[src/rtl/pps_pkg.sv]
package pps_pkg;
  typedef enum logic [1:0] {
    SEQ_UP   = 2'd0,
    SEQ_DN   = 2'd1,
    SEQ_BLUP = 2'd2,
    SEQ_BLDN = 2'd3
  } seq_e;

  localparam int RAIL_N = 4;

  localparam logic [1:0] PS_OFF   = 2'd0;
  localparam logic [1:0] PS_LOGIC = 2'd1;
  localparam logic [1:0] PS_FULL  = 2'd2;
  localparam logic [1:0] PS_MOVE  = 2'd3;
endpackage

[src/rtl/pps_steps.sv]
// Step table: for a sequence kind and a step index, gives the rail to
// change, its new value, whether the long wait follows, and whether the
// step is the final one.
module pps_steps
  import pps_pkg::*;
(
  input  seq_e       kind,
  input  logic [1:0] idx,
  output logic [1:0] rail,
  output logic       val,
  output logic       gap_long,
  output logic       last
);
  always_comb begin
    rail     = idx;
    val      = 1'b1;
    gap_long = 1'b0;
    last     = 1'b0;
    unique case (kind)
      SEQ_UP: begin
        rail = idx;
        val  = 1'b1;
        last = (idx == 2'd3);
      end
      SEQ_DN: begin
        rail     = 2'd3 - idx;
        val      = 1'b0;
        gap_long = (idx == 2'd1);
        last     = (idx == 2'd3);
      end
      SEQ_BLUP: begin
        rail = 2'd2 + idx;
        val  = 1'b1;
        last = (idx == 2'd1);
      end
      SEQ_BLDN: begin
        rail = 2'd3 - idx;
        val  = 1'b0;
        last = (idx == 2'd1);
      end
      default: ;
    endcase
  end
endmodule

[src/rtl/pps_timer.sv]
// Down counter. A load sets the count to (gap - 1), and zero then marks
// the edge on which the next step is due.
module pps_timer #(
  parameter int T_STEP = 100000,
  parameter int T_LONG = 20000000,
  parameter int CW     = 25
) (
  input  logic clk,
  input  logic rst_n,
  input  logic load,
  input  logic load_long,
  output logic zero
);
  logic [CW-1:0] cnt_q;

  always_ff @(posedge clk) begin
    if (!rst_n)
      cnt_q <= '0;
    else if (load)
      cnt_q <= load_long ? CW'(T_LONG - 1) : CW'(T_STEP - 1);
    else if (cnt_q != '0)
      cnt_q <= cnt_q - 1'b1;
  end

  assign zero = (cnt_q == '0);
endmodule

[src/rtl/pps_ctrl.sv]
// Takes commands while idle, applies one step per due edge, and loads
// the timer for the gap that follows each step that is not final.
module pps_ctrl
  import pps_pkg::*;
(
  input  logic              clk,
  input  logic              rst_n,
  input  logic              cmd_on,
  input  logic              cmd_off,
  input  logic              cmd_bl,
  input  logic              bl_dir,
  input  logic              tmr_zero,
  output logic              tmr_load,
  output logic              tmr_long,
  output logic [RAIL_N-1:0] rails,
  output logic              busy
);
  seq_e              kind_q, kind_new, cur_kind;
  logic [1:0]        idx_q, cur_idx;
  logic              busy_q, accept, fire;
  logic [RAIL_N-1:0] rails_q;
  logic [1:0]        st_rail;
  logic              st_val, st_long, st_last;

  // Command resolution: off over on over backlight.
  always_comb begin
    accept   = 1'b0;
    kind_new = SEQ_UP;
    if (!busy_q) begin
      if (cmd_off) begin
        accept   = 1'b1;
        kind_new = SEQ_DN;
      end else if (cmd_on) begin
        accept   = 1'b1;
        kind_new = SEQ_UP;
      end else if (cmd_bl && bl_dir && rails_q[0] && rails_q[1]) begin
        accept   = 1'b1;
        kind_new = SEQ_BLUP;
      end else if (cmd_bl && !bl_dir) begin
        accept   = 1'b1;
        kind_new = SEQ_BLDN;
      end
    end
  end

  assign cur_kind = busy_q ? kind_q : kind_new;
  assign cur_idx  = busy_q ? idx_q  : 2'd0;

  pps_steps u_steps (
    .kind     (cur_kind),
    .idx      (cur_idx),
    .rail     (st_rail),
    .val      (st_val),
    .gap_long (st_long),
    .last     (st_last)
  );

  assign fire     = accept | (busy_q & tmr_zero);
  assign tmr_load = fire & ~st_last;
  assign tmr_long = st_long;

  always_ff @(posedge clk) begin
    if (!rst_n) begin
      rails_q <= '0;
      busy_q  <= 1'b0;
      kind_q  <= SEQ_UP;
      idx_q   <= 2'd0;
    end else begin
      if (fire)
        rails_q[st_rail] <= st_val;
      if (accept) begin
        kind_q <= kind_new;
        busy_q <= 1'b1;
        idx_q  <= 2'd1;
      end else if (busy_q && tmr_zero) begin
        if (st_last)
          busy_q <= 1'b0;
        else
          idx_q <= idx_q + 2'd1;
      end
    end
  end

  assign rails = rails_q;
  assign busy  = busy_q;
endmodule

[src/rtl/panel_pwr_seq.sv]
module panel_pwr_seq
  import pps_pkg::*;
#(
  parameter int T_STEP = 100000,
  parameter int T_LONG = 20000000
) (
  input  logic       clk,
  input  logic       rst_n,
  input  logic       cmd_on,
  input  logic       cmd_off,
  input  logic       cmd_bl,
  input  logic       bl_dir,
  output logic [3:0] rails,
  output logic       busy,
  output logic [1:0] pwr_state
);
  localparam int MAXG = (T_LONG > T_STEP) ? T_LONG : T_STEP;
  localparam int CW   = $clog2(MAXG + 1);

  logic tmr_load, tmr_long, tmr_zero;

  pps_ctrl u_ctrl (
    .clk      (clk),
    .rst_n    (rst_n),
    .cmd_on   (cmd_on),
    .cmd_off  (cmd_off),
    .cmd_bl   (cmd_bl),
    .bl_dir   (bl_dir),
    .tmr_zero (tmr_zero),
    .tmr_load (tmr_load),
    .tmr_long (tmr_long),
    .rails    (rails),
    .busy     (busy)
  );

  pps_timer #(.T_STEP(T_STEP), .T_LONG(T_LONG), .CW(CW)) u_timer (
    .clk       (clk),
    .rst_n     (rst_n),
    .load      (tmr_load),
    .load_long (tmr_long),
    .zero      (tmr_zero)
  );

  always_comb begin
    if (busy)                 pwr_state = PS_MOVE;
    else if (rails == 4'b0000) pwr_state = PS_OFF;
    else if (rails == 4'b0011) pwr_state = PS_LOGIC;
    else if (rails == 4'b1111) pwr_state = PS_FULL;
    else                      pwr_state = PS_MOVE;
  end
endmodule

[config.mk]
export PLATFORM = sky130hd
export DESIGN_NAME = panel_pwr_seq
export DESIGN_NICKNAME = d
export VERILOG_FILES = /design/src/rtl/pps_pkg.sv /design/src/rtl/pps_steps.sv /design/src/rtl/pps_timer.sv /design/src/rtl/pps_ctrl.sv /design/src/rtl/panel_pwr_seq.sv
export SDC_FILE = /design/constraint.sdc
export NUM_CORES = 1
export LEC_CHECK = 0
export ABC_AREA = 1
export ABC_CLOCK_PERIOD_IN_PS = 2100
export BUFFER_PORTS_ARGS = -buffer_cell sky130_fd_sc_hd__buf_4
export CAP_MARGIN = 20
export CORE_MARGIN = 1.5
export CORE_UTILIZATION = 30
export CTS_CLUSTER_DIAMETER = 200
export DETAILED_ROUTE_END_ITERATION = 12
export SLEW_MARGIN = 30
export SYNTH_ARGS = -nofsm -noshare
export SYNTH_HDL_FRONTEND = slang
export SYNTH_SLANG_ARGS = --single-unit
[constraint.sdc]
create_clock -name clk -period 2.1 [get_ports clk]
set_input_delay 0.105 -clock clk [delete_from_list [all_inputs] [get_ports clk]]
set_output_delay 0.105 -clock clk [all_outputs]
set_load 0.01 [all_outputs]
== After elaboration in Yosys (flattened, before gate mapping) ==
Index checks and enable logic that the tools add are counted.

* Register bits: 34
* Bits in latches: 0
* RAM bits: 0
* Memory bits (read-only): 0
* Input bits: 6
* Output and inout port bits: 7
* Word-level logic and storage cells: 79
* Memories kept: 0

* Add/subtract/negate cells: 4
* $mul: 0
* Divide/modulo/power cells: 0
* $lt $le $gt $ge: 2
* Eq/ne operators: 8
* Shift operators: 0
* Muxes and demuxes: 32
* Bitwise operators: 5
* Reductions and logical operators: 22

{| class="wikitable"
|+ Operators with widths
! kind !! number
|-
| two-way mux 25 bit || 3
|-
| logical NOT 25 bit || 1
|-
| nonzero test 25 bit || 1
|-
| subtractor 25 x 1 -> 25 bit (second input constant) || 1
|-
| two-way mux 2 bit || 10
|-
| two-way mux 1 bit || 14
|-
| OR reduction 2 bit || 5
|-
| == test 2 bit (second input constant) || 3
|-
| logical AND 1 bit || 6
|-
| one-hot mux 2 bit (3 select lines) || 1
|-
| AND reduction 2 bit || 3
|-
| nonzero test 2 bit || 3
|-
| bitwise mux 4 bit || 1
|-
| == test 2 x 1 -> 1 bit (second input constant) || 2
|-
| == test 4 x 2 -> 1 bit (second input constant) || 1
|-
| == test 4 bit (second input constant) || 1
|-
| logical NOT 4 bit || 1
|-
| one-hot mux 1 bit (2 select lines) || 2
|-
| < comparator 2 x 3 -> 1 bit (second input constant) || 1
|-
| adder 2 x 1 -> 2 bit (second input constant) || 1
|-
| adder 2 bit (first input constant) || 1
|-
| bitwise AND 1 bit || 2
|-
| demux 1 bit (select 2 bit) || 1
|-
| greater-or-equal comparator 2 x 1 -> 1 bit (second input constant) || 1
|-
| 6 further kinds || 7
|}

== Logic depth before layout (Yosys ltp) ==
Gate-level depths: netlist of run 1.

* Depth after elaboration: 16
* Gate-level depth with buffers: 13
* Gate-level depth less buffers: 12

== By module ==
Synthesis of run 1 repeated with hierarchy kept, for this count alone.

* Cell total of the unflattened synthesis: 366
* Area, all modules: 2264.7 µm²

{| class="wikitable"
|+ Modules (own cells, without submodules)
! module !! times used !! cells an instance !! area an instance (µm²) !! sequential area each (µm²)
|-
| pps_timer || 1 || 270 || 1677.9 || 500.5
|-
| pps_ctrl || 1 || 71 || 474.2 || 180.2
|-
| pps_steps || 1 || 12 || 61.3 || 0.0
|-
| panel_pwr_seq || 1 || 13 || 51.3 || 0.0
|}

== Worst setup path before layout of run 1 ==
No wires, ideal clock.

* Path kind: register to register
* Start: reg u_timer.cnt_q[0]
* End: reg u_timer.cnt_q[17]
* Library setup time: 0.128 ns
* Arrival time: 1.493 ns
* Data required time: 1.972 ns
* Slack: 0.480 ns
* Cell stages (with the launch flop): 13
* Buffers on the path: 1
* Clock period less this slack: 1.620 ns
* Cells stage by stage: dfxtp_1 -> inv_1 -> ha_1 -> nand2_1 -> nor2_1 -> nand2_1 -> nor2_4 -> nand3_4 -> nand2_4 -> nand2_4 -> buf_2 -> nand3_1 -> nor2_1

* Longest elaborated chain between the ends: 5
* Elaborated cells between the ends (all ways): 9
* Those cells by class: add/sub: 1; mux: 2; bitwise: 3; reduce/logical: 3

{| class="wikitable"
|+ Ends and longest elaborated chain
! item !! line !! text
|-
| from (decl) || pps_timer.sv:14 || <nowiki>logic [CW-1:0] cnt_q;</nowiki>
|-
| from (signal assigned) || pps_timer.sv:20 || <nowiki>cnt_q <= load_long ? CW'(T_LONG - 1) : CW'(T_STEP - 1);</nowiki>
|-
| from (signal assigned) || pps_timer.sv:22 || <nowiki>cnt_q <= cnt_q - 1'b1;</nowiki>
|-
| parallel branches: the longest is 5 deep, another holds subtractor 25 x 1 -> 25 bit || -- ||
|}

Several ways; the timed one is not identified. The select of a mux whose other input is x is not followed.
A chain may end at the register's enable or synchronous reset.

== Final worst setup path of run 1 ==
* Start: reg u_timer.cnt_q[0]
* End: reg u_timer.cnt_q[11]

The elaborated chain is that of the path after synthesis.

==> out/metrics.cfg, run 1 <==
[worst_setup_path]
rr_worst_depth = 12
arrival_ps = 2080
startpoint_type = flop
worstReg2RegStart = u_timer.cnt_q[0]
max_stage_delay_ps = 310
required_ps = 2300
r2r_end = u_timer.cnt_q[11]
end_kind = flop
r2r_slack_ps = 220
critical_path_class = reg2reg
cp_top_family = simple AND/OR/NAND/NOR gates
critPathBufInv = 1
cp_max_fo = 23
critical_path.slowest_cell = dfxtp_1
crit_chain = inv_1, ha_2, nand2_1, nor2_1, nand2_1, nor2_4, nand3_4, nand2_4, nand2_4, nand2_2, nand3_1, nor2_1

[sta]
fin_worst_skew_ps = 6.44
timing.final.crit_period_ps = 1880
slew_viol_final = 0
period_share = 0.896
clock.fmax_ghz = 0.532
rsz0062_at_grt = no
setup_viol = 0
slew_headroom = 0.614
worstMarginPinSlew_ps = 576
hold_ws_ps = 150
hold_viol_final = 0
tns_ps = 0

[logic_synthesis]
synth_area_leaders = dfxtp_1, nand2_1, nor2_1
netlist.area_leader.share = 0.310
synthDistinctLibCells = 33
synthMuxAreaShare = 0
synthAdderAreaFrac = 0.00570
synth-xor-area-share = 0.0559
synth_top_area_cell = dfxtp_1
syn_area_um2 = 2190
syn-num-nets = 365
synth_top_family_by_area = simple AND/OR/NAND/NOR gates
synth-simple-area-share = 0.467
ys_warn_count = 0
yosysSeqAreaShare = 0.310
syn_inst = 358
synth_compound_area_frac = 0.0662
avgSynthCellArea_um2 = 6.13
synth.ff_latch_count = 34

[cts]
htree_levels = 2
root_buffer = clkbuf_8
cts_made_buffers = 5
clock-sinks = 34
cts.clk_slew.worst_paths_ps = 70
cts_setup_buffers = 0
clockBufferDepth = 2
clock_latency_ps = 280
cts_tree = yes

[grt]
grt_usage = 0.158
grt_overflow = 0
grt_max_degree = 24
grt_pass1_vias = 2091
antenna_found_initial = 0
grt_pass1_wl_um = 9620

[die]
start_util = 0.316
pin_count = 13
dieHeight_um = 88.5
rows = 30
die_w_um = 88.5
dieArea_um2 = 7830
coreArea_um2 = 6940

[route]
drcViolationCount = 0
drtAntennaViolNets = 0
dr.first_iter.drc_count = 168
drt_first_pass_iters = 4
avgViaCountPerCell = 4.66
wl_per_cell_um = 11.8
vias = 2197
totalWireLength_um = 5540

[layout]
diodes = 0
fin_util = 0.357
instances_no_fill = 471
fillers = 756
drive_above_1_share = 0.136
fin_nets = 382
syn2layout_area_growth_pct = 13.1

[hold_path]
worstHoldEndpoint = u_timer.cnt_q[1]
min_from = rst_n
hold_depth = 3
hp-class = in2reg

[run]
maxCapViolations = 0

[placement]
place.gp.congestion = 0.931
hpwl_um = 4280
dp.cells = 464
portBuffers = 12

[power]
peakVddDrop_mv = 0.238
power_mw = 1.68
p_leak_nw = 1.18
p_per_area_nw_per_um2 = 676

[run_status]
status = complete, no violations

## what timing repair did
action	in CTS	in global routing
hold buffers	0	0
gates resized for setup	0	3
endpoints found under the setup margin	0	10
## synth_stat cells, drive strengths merged
cell type,instances
o211ai,2
or2,1
o21ai,6
nor2,80
xnor2,2
o221ai,1
buf,3
dfxtp,34
nor3,2
ha,1
a21oi,9
nand3,33
o31ai,1
clkbuf,2
nor3b,1
xor2,12
clkinv,1
inv,47
nand4,10
nor4,1
a31oi,5
nand2,102
nand3b,1
o21bai,1
## state kept, by name, summed over array words and instances (netlist names)
name,count
u_ctrl.busy,1
u_ctrl.idx_q,2
u_ctrl.kind_q,2
u_ctrl.rails,4
u_timer.cnt_q,25
## worst max-delay path by stage
stage          slack (ps)             start  cells past startpoint                end
6_report              220  u_timer.cnt_q[0]                     12  u_timer.cnt_q[11]
5_1_grt                 7  u_timer.cnt_q[0]                     12  u_timer.cnt_q[13]
4_1_cts               130  u_timer.cnt_q[0]                     12  u_timer.cnt_q[11]
3_5_place_dp          160  u_timer.cnt_q[0]                     12  u_timer.cnt_q[11]
3_3_place_gp          220   u_ctrl.rails[1]                     12   u_timer.cnt_q[0]
2_1_floorplan         480  u_timer.cnt_q[0]                     12  u_timer.cnt_q[17]
## tightest hold or removal path, cell delays in order
cell and delay, ps:
buf_4 170, nand2_1 80, inv_1 30
## per-stage QoR
| stage | setup slack (ps) | instance area (µm²) |
|---|---|---|
| 2_1_floorplan | 480 | 2190 |
| 3_3_place_gp | 220 | 2400 |
| 3_5_place_dp | 163 | 2400 |
| 4_1_cts | 129 | 2470 |
| 5_1_grt | 7.47 | 2480 |
| 6_report | 219 | 2480 |
## area by class of cell
type,count,area [µm²],share of cell area
timing repair buffer,15,113,0.0454
tap,96,120,0.0484
clock buffer,7,76.3,0.0308
sequential,34,681,0.274
inverter,48,180,0.0726
multi-input combinational,271,1310,0.528
## cells in the final DEF, fill, tap and decap left out
| cell | n |
|---|---|
| nand2_1 | 93 |
| nand3_1 | 31 |
| dfxtp_1 | 34 |
| nand3_2 | 1 |
| a31oi_1 | 5 |
| nand3_4 | 1 |
| o221ai_1 | 1 |
| xnor2_1 | 2 |
| nor2_2 | 3 |
| nor2_1 | 74 |
| xor2_1 | 12 |
| nand4_1 | 10 |
| o21ai_0 | 5 |
| nor4_1 | 1 |
| or2_2 | 1 |
| buf_4 | 15 |
| o31ai_1 | 1 |
| nand3b_1 | 1 |
| o211ai_1 | 2 |
| nand2_2 | 7 |
| nand2_4 | 2 |
| clkinv_1 | 1 |
| clkbuf_8 | 5 |
| clkbuf_1 | 2 |
| nor3_1 | 2 |
| nor3b_1 | 1 |
| ha_2 | 1 |
| inv_2 | 12 |
| a21oi_1 | 9 |
| inv_1 | 35 |
| o21ai_1 | 1 |
| o21bai_1 | 1 |
| nor2_4 | 3 |
## routing by layer
metal  up-vias  share of wire  GRT usage
li1       1154              -          -
met1       970           0.47      0.200
met2        64           0.46      0.268
met3         9          0.053     0.0289
met4         0          0.023     0.0582
met5         -              0          0
## power by group
group,total [mW],switching [mW],internal [mW],leakage [nW]
logic,0.476,0.306,0.170,0.861
clock network,0.457,0.229,0.228,0.0383
registers,0.745,0.0531,0.692,0.280
## cell families after synthesis
| family | after synthesis |
|---|---|
| buffers and inverters | 53 |
| adders and majority gates | 1 |
| DFF | 34 |
| xor gates and xnor gates | 14 |
| AOI/OAI and AO/OA | 25 |
| and+or+nand+nor | 231 |
Note: power is estimated with default switching activity, not from simulation.
==> run 2, diff against run 1 <==
REMOVE_ABC_BUFFERS = 1   (was unset)
==> run 2 against run 1 <==
Compared with the run above:
- sequential share of layout area is 0.41 points lower
- largest power group unchanged
- largest cell class unchanged
- register-to-register slack lost 40 ps
- routed wire length shrank 0.63%
==> out/metrics.cfg, run 2 (synthesis results as in run 1) <==
[worst_setup_path]
required_ps = 2270
cp_max_fo = 8
startpoint_type = flop
cp_top_family = simple AND/OR/NAND/NOR gates
crit_chain = inv_1, ha_1, nand2_1, nor2_1, nand2_1, nor2_4, nand2_1, nand3_1, xor2_1, nor2_1
critPathBufInv = 1
critical_path.slowest_cell = dfxtp_1
critical_path_class = reg2reg
arrival_ps = 2090
end_kind = flop
max_stage_delay_ps = 320
crit_top_cell = nand2_1

[sta]
tns_ps = 0
setup_viol = 0
fin_worst_skew_ps = 15.2
worstMarginPinSlew_ps = 571
slew_viol_final = 0
period_share = 0.914
timing.final.crit_period_ps = 1920
slew_headroom = 0.617
setup_ws_ps = 181
clock.fmax_ghz = 0.521
hold_viol_final = 0

[die]
dieHeight_um = 88.5
dieArea_um2 = 7830
pin_count = 13
die_w_um = 88.5
start_util = 0.316
coreArea_um2 = 6940
rows = 30

[grt]
grt_usage = 0.156
antenna_found_initial = 0
grt_max_degree = 24
grt_pass1_vias = 2029
grt_pass1_wl_um = 9430
grt_overflow = 0

[cts]
cts.clk_slew.worst_paths_ps = 80
clock-sinks = 34
htree_levels = 2
clock_latency_ps = 290
cts_tree = yes
root_buffer = clkbuf_8
clockBufferDepth = 2
cts_setup_buffers = 0
cts_made_buffers = 5

[placement]
place_ws_ps = 164
post_dp_cell_area_um2 = 2400
hpwl_um = 4160
place.gp.congestion = 0.865
portBuffers = 12
dp.cells = 465

[route]
dr.first_iter.drc_count = 127
vias = 2227
avgViaCountPerCell = 4.71
totalWireLength_um = 5510
drtAntennaViolNets = 0
drcViolationCount = 0
wl_per_cell_um = 11.6
drt_first_pass_iters = 4

[layout]
layout_commonest_cell = nand2_1
regArea_um2 = 681
fillers = 776
drive_above_1_share = 0.146
top_register = u_timer.cnt_q
fin_nets = 383
syn2layout_area_growth_pct = 14.8
multi_input_area_um2 = 1320
largest_register_ffs = 25
layout_common_cells = nand2_1, nor2_1, inv_1, dfxtp_1, nand3_1
diodes = 0
design_area_um2 = 2520
instances_no_fill = 473

[hold_path]
hp-class = in2reg

[power]
power_mw = 1.75
p_leak_nw = 1.20
peakVddDrop_mv = 0.277
p_per_area_nw_per_um2 = 695

[run_status]
status = complete, no violations

[run]
maxCapViolations = 0

[run 2: metrics by stage]
stage	hold WS (ps)	util
after floorplan	203	-
after global placement	450	0.346
after detailed placement	451	0.346
after CTS	138	0.360
after global routing	151	0.363
final	137	0.363
[run 2: path summary, 6_finish.rpt]
path	to	slack (ps)	start	cells after the start
max	u_timer.cnt_q[23]	180	u_timer.cnt_q[0]	10
min	u_timer.cnt_q[1]	140	rst_n	3
max reg2reg	u_timer.cnt_q[23]	180	u_timer.cnt_q[0]	10
min reg2reg	u_ctrl.idx_q[1]	500	u_ctrl.idx_q[1]	2
[run 2: per-layer routing]
layer  GRT usage  part of all wire  vias up
met5           0                 0        -
met4      0.0682             0.023        0
met3      0.0308             0.056       10
met2       0.234              0.43       64
met1       0.216              0.49      989
li1            -                 -     1164
[run 2: area by class of cell]
type,instances,share of cell area
Clock buffer,6,0.0328
Clock inverter,2,0.00497
Inverter,48,0.0715
Multi-Input combinational cell,271,0.525
Sequential cell,34,0.270
Tap cell,96,0.0477
Timing Repair Buffer,16,0.0477
[run 2: report_power, final]
group / internal (mW) / switching, mW / leakage [nW]
clock: 0.264 / 0.264 / 0.0472
combinational: 0.173 / 0.307 / 0.873
sequential: 0.691 / 0.0513 / 0.280
[run 2: what timing repair did]
| action | in CTS | in global routing |
|---|---|---|
| resized for setup | 0 | 4 |
| hold buffers | 0 | 0 |
| endpoints found under the setup margin | 0 | 11 |
[run 2: worst reg2reg max path: stages (launching register included)]
cell     delay, ps
dfxtp_1        320
inv_1           80
ha_1           260
nand2_1         80
nor2_1          80
nand2_1         90
nor2_4         190
nand2_1        280
nand3_1        210
xor2_1         160
nor2_1          50
